## config.mk

```make
export PLATFORM = sky130hd
export DESIGN_NAME = ttx_inserter
export DESIGN_NICKNAME = d
export VERILOG_FILES = /design/src/rtl/ttx_pkg.sv /design/src/rtl/ttx_line_track.sv /design/src/rtl/ttx_bit_clock.sv /design/src/rtl/ttx_req_gen.sv /design/src/rtl/ttx_bit_return.sv /design/src/rtl/ttx_inserter.sv
export SDC_FILE = /design/constraint.sdc
export NUM_CORES = 1
export LEC_CHECK = 0
export ABC_AREA = 0
export BUFFER_PORTS_ARGS = -buffer_cell sky130_fd_sc_hd__buf_2
export CAP_MARGIN = 20
export CORE_MARGIN = 2
export CORE_UTILIZATION = 64
export CTS_BUF_LIST = sky130_fd_sc_hd__clkbuf_4
export DETAILED_ROUTE_END_ITERATION = 10
export PLACE_DENSITY = 0.88
export REMOVE_ABC_BUFFERS = 1
export SYNTH_ARGS = -nofsm -noshare
export SYNTH_HDL_FRONTEND = slang
export SYNTH_SLANG_ARGS = --single-unit
export TNS_END_PERCENT = 1
```

## constraint.sdc

```tcl
create_clock -name clk -period 5.2 [get_ports clk]
set_clock_uncertainty 0.05 [all_clocks]
set_input_delay 0.52 -clock clk [delete_from_list [all_inputs] [get_ports clk]]
set_output_delay 0.52 -clock clk [all_outputs]
set_load 0.02 [all_outputs]
```

## src/rtl/ttx_pkg.sv

```systemverilog
// Package: shared encodings for the teletext scheduler.
// Assumes: cfg_std is two bits wide; code 3 is folded onto code 2 by users.
package ttx_pkg;

    typedef enum logic [1:0] {
        STD_625   = 2'd0,
        STD_WORLD = 2'd1,
        STD_NA    = 2'd2,
        STD_RSVD  = 2'd3
    } ttx_std_e;

    typedef enum logic [1:0] {
        WIN_IDLE = 2'd0,
        WIN_WAIT = 2'd1,
        WIN_RUN  = 2'd2
    } win_state_e;

endpackage

```

## src/rtl/ttx_line_track.sv

```systemverilog
// Module: line and field tracker.
// Counts sync edges within a field. It flags, in the strobe cycle itself, whether
// the line that starts now is enabled and inside the active field's range.
// Assumes: hs_stb is a single-cycle pulse. Ranges are inclusive and read only at hs_stb.
module ttx_line_track #(
    parameter int LINE_W = 10
) (
    input  logic              clk,
    input  logic              rst_n,
    input  logic              hs_stb,
    input  logic              field_odd,
    input  logic              cfg_en,
    input  logic [LINE_W-1:0] cfg_odd_first,
    input  logic [LINE_W-1:0] cfg_odd_last,
    input  logic [LINE_W-1:0] cfg_even_first,
    input  logic [LINE_W-1:0] cfg_even_last,
    output logic              line_hit
);

    logic              last_field;
    logic [LINE_W-1:0] line_cnt;
    logic [LINE_W-1:0] line_nxt;
    logic [LINE_W-1:0] rng_lo;
    logic [LINE_W-1:0] rng_hi;

    // Next line number: restart at 1 when the field flag changed.
    always_comb begin
        line_nxt = (field_odd != last_field) ? LINE_W'(1) : line_cnt + LINE_W'(1);
        rng_lo   = field_odd ? cfg_odd_first : cfg_even_first;
        rng_hi   = field_odd ? cfg_odd_last  : cfg_even_last;
        line_hit = hs_stb && cfg_en && (line_nxt >= rng_lo) && (line_nxt <= rng_hi);
    end

    // Register the line number and field at each sync edge.
    always_ff @(posedge clk) begin
        if (!rst_n) begin
            last_field <= 1'b0;
            line_cnt   <= '0;
        end else if (hs_stb) begin
            last_field <= field_odd;
            line_cnt   <= line_nxt;
        end
    end

endmodule

```

## src/rtl/ttx_bit_clock.sv

```systemverilog
// Module: phase-accumulator bit slot generator.
// Emits a slot on every carry out of an ACC_W-bit accumulator that adds the
// increment of the latched standard once per clock while running.
// Assumes: every increment is at most 2^(ACC_W-1), so slots are never adjacent.
module ttx_bit_clock #(
    parameter int ACC_W     = 16,
    parameter int INC_625   = 16839,
    parameter int INC_WORLD = 13901,
    parameter int INC_NA    = 13901
) (
    input  logic       clk,
    input  logic       rst_n,
    input  logic       clear,
    input  logic       run,
    input  logic [1:0] std_sel,
    output logic       slot
);
    import ttx_pkg::*;

    logic [ACC_W-1:0] acc;
    logic [ACC_W-1:0] inc;
    logic [ACC_W:0]   sum;

    // Pick the increment for the latched standard.
    always_comb begin
        case (ttx_std_e'(std_sel))
            STD_625:   inc = ACC_W'(INC_625);
            STD_WORLD: inc = ACC_W'(INC_WORLD);
            default:   inc = ACC_W'(INC_NA);
        endcase
        sum  = {1'b0, acc} + {1'b0, inc};
        slot = run && sum[ACC_W];
    end

    // Accumulate phase while the window runs; restart from zero at opening.
    always_ff @(posedge clk) begin
        if (!rst_n)     acc <= '0;
        else if (clear) acc <= '0;
        else if (run)   acc <= sum[ACC_W-1:0];
    end

endmodule

```

## src/rtl/ttx_req_gen.sv

```systemverilog
// Module: window sequencer and request generator.
// Waits the start offset after an accepted sync edge, then runs the window. It
// raises one request per slot until the bit count is met, and closes the window
// at the following slot or at the first slot seen with the enable low.
// Assumes: line_hit is valid only in the hs_stb cycle.
module ttx_req_gen #(
    parameter int START_W   = 10,
    parameter int CNT_W     = 9,
    parameter int BITS_625  = 360,
    parameter int BITS_WRLD = 296,
    parameter int BITS_NA   = 288
) (
    input  logic               clk,
    input  logic               rst_n,
    input  logic               hs_stb,
    input  logic               line_hit,
    input  logic [START_W-1:0] cfg_req_start,
    input  logic [1:0]         cfg_std,
    input  logic               cfg_en,
    input  logic               slot,
    output logic [1:0]         std_q,
    output logic               open_now,
    output logic               running,
    output logic               ttx_req
);
    import ttx_pkg::*;

    win_state_e         state;
    logic [START_W-1:0] wait_cnt;
    logic [CNT_W-1:0]   bit_cnt;
    logic [CNT_W-1:0]   bit_lim;

    // Bit budget of the latched standard, plus decoded state flags.
    always_comb begin
        case (ttx_std_e'(std_q))
            STD_625:   bit_lim = CNT_W'(BITS_625);
            STD_WORLD: bit_lim = CNT_W'(BITS_WRLD);
            default:   bit_lim = CNT_W'(BITS_NA);
        endcase
        running  = (state == WIN_RUN);
        open_now = !hs_stb && (state == WIN_WAIT) && (wait_cnt == '0);
    end

    // Sequence the line: arm at sync, count the offset, request per slot, close.
    always_ff @(posedge clk) begin
        if (!rst_n) begin
            state    <= WIN_IDLE;
            wait_cnt <= '0;
            bit_cnt  <= '0;
            std_q    <= 2'd0;
            ttx_req  <= 1'b0;
        end else begin
            ttx_req <= 1'b0;
            if (hs_stb) begin
                std_q    <= cfg_std;
                wait_cnt <= cfg_req_start;
                bit_cnt  <= '0;
                state    <= line_hit ? WIN_WAIT : WIN_IDLE;
            end else begin
                case (state)
                    WIN_WAIT: begin
                        if (wait_cnt == '0) state <= WIN_RUN;
                        else                wait_cnt <= wait_cnt - 1'b1;
                    end
                    WIN_RUN: begin
                        if (slot) begin
                            if (!cfg_en || bit_cnt == bit_lim) begin
                                state <= WIN_IDLE;
                            end else begin
                                ttx_req <= 1'b1;
                                bit_cnt <= bit_cnt + 1'b1;
                            end
                        end
                    end
                    default: state <= WIN_IDLE;
                endcase
            end
        end
    end

endmodule

```

## src/rtl/ttx_bit_return.sv

```systemverilog
// Module: return-delay sampler.
// Delays the request pulse through a tapped shift line. It samples the serial
// input when the tap chosen at the last sync edge fires, if the window is still open.
// Assumes: DLY_W >= 1; the delay value is read only at hs_stb.
module ttx_bit_return #(
    parameter int DLY_W = 4
) (
    input  logic             clk,
    input  logic             rst_n,
    input  logic             hs_stb,
    input  logic [DLY_W-1:0] cfg_ret_dly,
    input  logic             req,
    input  logic             running,
    input  logic             din,
    output logic             bit_out,
    output logic             bit_vld
);
    localparam int TAPS = 2 ** DLY_W;

    logic [DLY_W-1:0] dly_q;
    logic [TAPS-2:0]  pipe;
    logic [TAPS-1:0]  taps;
    logic             fire;

    // Shift line for the request pulse; width follows the delay field.
    generate
        if (TAPS == 2) begin : g_one
            always_ff @(posedge clk) begin
                if (!rst_n) pipe <= '0;
                else        pipe <= req;
            end
        end else begin : g_many
            always_ff @(posedge clk) begin
                if (!rst_n) pipe <= '0;
                else        pipe <= {pipe[TAPS-3:0], req};
            end
        end
    endgenerate

    // Select the tap of the latched delay.
    always_comb begin
        taps = {pipe, req};
        fire = taps[dly_q];
    end

    // Latch the delay per line and capture bits that return inside the window.
    always_ff @(posedge clk) begin
        if (!rst_n) begin
            dly_q   <= '0;
            bit_out <= 1'b0;
            bit_vld <= 1'b0;
        end else begin
            if (hs_stb) dly_q <= cfg_ret_dly;
            bit_vld <= fire && running;
            if (fire && running) bit_out <= din;
        end
    end

endmodule

```

## src/rtl/ttx_inserter.sv

```systemverilog
// Module: teletext bit request and insertion scheduler (top).
// Ties together the line tracker, window sequencer, slot generator and return sampler.
// Assumes: one clock domain; hs_stb is a single-cycle pulse per line.
module ttx_inserter #(
    parameter int LINE_W    = 10,
    parameter int START_W   = 10,
    parameter int DLY_W     = 4,
    parameter int ACC_W     = 16,
    parameter int INC_625   = 16839,
    parameter int INC_WORLD = 13901,
    parameter int INC_NA    = 13901,
    parameter int BITS_625  = 360,
    parameter int BITS_WRLD = 296,
    parameter int BITS_NA   = 288
) (
    input  logic               clk,
    input  logic               rst_n,
    input  logic               hs_stb,
    input  logic               field_odd,
    input  logic               cfg_en,
    input  logic [1:0]         cfg_std,
    input  logic [START_W-1:0] cfg_req_start,
    input  logic [DLY_W-1:0]   cfg_ret_dly,
    input  logic [LINE_W-1:0]  cfg_odd_first,
    input  logic [LINE_W-1:0]  cfg_odd_last,
    input  logic [LINE_W-1:0]  cfg_even_first,
    input  logic [LINE_W-1:0]  cfg_even_last,
    input  logic               ttx_din,
    output logic               ttx_req,
    output logic               win_active,
    output logic               bit_out,
    output logic               bit_vld
);
    localparam int MAX_BITS = (BITS_625 > BITS_WRLD)
                            ? ((BITS_625 > BITS_NA) ? BITS_625 : BITS_NA)
                            : ((BITS_WRLD > BITS_NA) ? BITS_WRLD : BITS_NA);
    localparam int CNT_W    = $clog2(MAX_BITS + 2);

    logic       line_hit;
    logic       slot;
    logic       open_now;
    logic       running;
    logic [1:0] std_q;

    ttx_line_track #(.LINE_W(LINE_W)) u_track (
        .clk(clk), .rst_n(rst_n), .hs_stb(hs_stb), .field_odd(field_odd),
        .cfg_en(cfg_en),
        .cfg_odd_first(cfg_odd_first), .cfg_odd_last(cfg_odd_last),
        .cfg_even_first(cfg_even_first), .cfg_even_last(cfg_even_last),
        .line_hit(line_hit)
    );

    ttx_req_gen #(
        .START_W(START_W), .CNT_W(CNT_W),
        .BITS_625(BITS_625), .BITS_WRLD(BITS_WRLD), .BITS_NA(BITS_NA)
    ) u_seq (
        .clk(clk), .rst_n(rst_n), .hs_stb(hs_stb), .line_hit(line_hit),
        .cfg_req_start(cfg_req_start), .cfg_std(cfg_std), .cfg_en(cfg_en),
        .slot(slot), .std_q(std_q), .open_now(open_now), .running(running),
        .ttx_req(ttx_req)
    );

    ttx_bit_clock #(
        .ACC_W(ACC_W), .INC_625(INC_625), .INC_WORLD(INC_WORLD), .INC_NA(INC_NA)
    ) u_clk (
        .clk(clk), .rst_n(rst_n), .clear(open_now), .run(running),
        .std_sel(std_q), .slot(slot)
    );

    ttx_bit_return #(.DLY_W(DLY_W)) u_ret (
        .clk(clk), .rst_n(rst_n), .hs_stb(hs_stb), .cfg_ret_dly(cfg_ret_dly),
        .req(ttx_req), .running(running), .din(ttx_din),
        .bit_out(bit_out), .bit_vld(bit_vld)
    );

    assign win_active = running;

endmodule

```

==> results.toml <==
[run_status]
status = "finished, final reports clean"

[route]
detail_route.iter0.violations = 197
wirelength_um = 9010
drcViolationCount = 0
drtAntennaViolNets = 0
first_pass_iters = 4
vias = 3633
vias_per_cell = 5.88
wl_per_cell_um = 14.6

[cells_and_area]
post_route_cells_drive_above_1_share_pct = 18.5
final_cell_count_no_fill = 618
fin_area_um2 = 4740
layout.nets = 633
final_common_cell = "dfxtp_1"
inserted_diodes = 0
areaGrowthSynthToFinish_pct = 11.5
finalCoreUtilization_pct = 74.3
mostFrequentLayoutCells = "72 x dfxtp_1, 65 x buf_2, 38 x a21oi_1, 36 x nor2_1, 34 x nand2_1"
n_fill_cell = 477

[setup_path]
worstSetupPathType = "reg -> reg"
cp.required_ns = 5.51
crit_path_end_kind = "register"
path_delay_family = "simple AND/OR/NAND/NOR gates"
crit_path_start_kind = "register"
timing.critical_path.slowest_cell_delay_ns = 0.47
worst_path_maximum_fanout = 13
worstPathArrival_ns = 3.61
cell_chain_critical_path = "nor2_1 -> inv_1 -> ha_1 -> o21ai_1 -> a221oi_4 -> a311oi_2 -> or3_4 -> or3_2 -> a21oi_1"
timing.critical_path.buf_inv = 1
slowest_stage = "or3_2"

[clock_network]
worst_setup_hold_path_clk_slew_ns = 0.12
cts.root.buffer_cell = "clkbuf_4"
number_of_buffers_inserted_to_repair_setup_after_cts = 0
cts_tree = "yes"
cts-htree-levels = 3
cts.sink_count = 72
cts_hold_repair.buffers = 0
clock_latency_ns = 0.43
cts_resized = 0
tritoncts.num_buffers = 9
cts-root-to-sink-buffers = 2

[die]
floorplan.io_pins = 66
die_height_um = 85.5
start_util_pct = 66.6
rows = 29
die_width_um = 85.5
core_area_um2 = 6390
die-area_um2 = 7320

[placement]
dpl-instance-area_um2 = 4610
worst_setup_slack_before_clock_tree_synthesis_ns = 1.75
placed_cells = 603
half_perimeter_wire_length_after_placement_um = 6680
place.gp.congestion = 0.919
placement.io_buffers = 65

[logic_synthesis]
count_of_flip_flops_with_a_built_in_enable_after_synthesis = 0
async_flop_share_pct = 0
number_of_synthesized_register_bits = 72
synth-seq-area-share_pct = 33.9
yosys.cell_types.count = 56
syn-cell-area_um2 = 4250
synth_top_area_share_pct = 33.9
synth.largest_area_cell = "dfxtp_1"
synth.area.top_cells = "dfxtp_1 34%, ha_1 9.7%, mux2i_1 7.1%"
postSynthAreaPerCell_um2 = 8.88
postSynthCellCount = 479
ys_warn_count = 0
ys_dominant_reg_cell = "dfxtp_1"

[power]
power.total_mw = 1.05
power-per-cell-area_nw_per_um2 = 221
power_leakage_nw = 2.06
vdd_drop_max_mv = 0.192

[sta]
grt_setup_unrepaired = "false"
post-route-min-period_ns = 3.31
report.final.hold_viol_count = 0
max_slew.worst_pin.slew_ns = 0.868
worst_slack_ns = 1.89
period_share_pct = 63.6
max_slew_margin_vs_limit_pct = 41.9
finalMaxSlewViolations = 0
setup-violations-final = 0
timing.hold.ws_ns = 0.254
fin_tns_setup_ns = 0
max_clock_freq_mhz = 302

[flow_run]
cap_viol_max_count = 0

[global_routing]
grt_start_max_net_pins = 51
track_usage_pct = 25.8
initial_antenna_violation_count = 0
wire_length_of_the_first_global_routing_pass_um = 15200
grt_pass1_vias = 3452
grt_overflow = 0

[min_path]
min_path_type = "in -> reg"
synth_stat cells (5+ instances only):
master,instances
xnor2_1,17
a21o_1,9
nor2b_1,19
clkbuf_1,14
a211oi_1,5
or3_1,8
nand2_1,34
xor2_1,16
nor3_1,10
nor2_1,36
nand3_1,12
nand4_1,6
and2_1,22
o21ai_0,21
inv_1,10
dfxtp_1,72
a21oi_1,38
ha_1,33
mux2i_1,30
worst paths after layout:
kind / to / start / slack [ns] / depth (start not counted)
max: u_seq.bit_cnt[5]$_SDFFE_PP0P_ / u_seq.std_q[1]$_SDFFE_PN0P_ / 1.89 / 9
min: u_ret.bit_out$_SDFFE_PN0P_ / ttx_din / 0.25 / 3
max reg2reg: u_seq.bit_cnt[5]$_SDFFE_PP0P_ / u_seq.std_q[1]$_SDFFE_PN0P_ / 1.89 / 9
min reg2reg: u_ret.pipe[1]$_SDFF_PN0_ / u_ret.pipe[0]$_SDFF_PN0_ / 0.42 / 1
worst register-to-register path, delay by kind of cell, from the launching register on:
family          cells  cell delay [ns]
simple gates        3             1.32
compound gates      4             0.88
fa+ha+maj           1             0.42
flops               1             0.35
buf+inv             1             0.23
kinds of logic after synthesis:
group | synth area share, %
DFF | 33.9
adders and majority gates | 10.2
muxes | 9.71
buffers and inverters | 2.82
AOI/OAI and AO/OA | 15.0
xor gates and xnor gates | 6.79
and+or+nand+nor | 21.6
metal layers:
metal  up-vias  track usage (%)  part of all wire (%)  wire length (um)
li1       1834                -                     -                 -
met2        93             44.7                    51              4580
met1      1687             31.5                    43              3830
met3        19             5.87                   4.7               419
met5         -                0                     0                 0
met4         0             9.09                   1.9               174
cell type report:
cell class              instances  area (um2)  area share, %
clock inverters                 5        58.8           1.24
repair buffers                 66         337           7.10
clock buffers                  10        75.1           1.58
well taps                      77        96.3           2.03
inverters                      11        41.3          0.871
flip-flops and latches         72        1440           30.4
multi-input cells             377        2690           56.8
report_power, final:
part	leakage, nW	total [mW]	internal, mW	switching, mW
clock	0.0685	0.347	0.149	0.197
sequential	0.584	0.570	0.561	0.00979
combinational	1.40	0.133	0.0618	0.0713
flip-flops by register name, indices dropped and copies added (netlist names), 2 cells and up:
name,count
u_clk.acc,16
u_ret.pipe,15
u_seq.wait_cnt,10
u_track.line_cnt,10
u_seq.bit_cnt,9
u_ret.dly_q,4
u_seq.state,2
u_seq.std_q,2
Power figures use the tool's default switching activity.
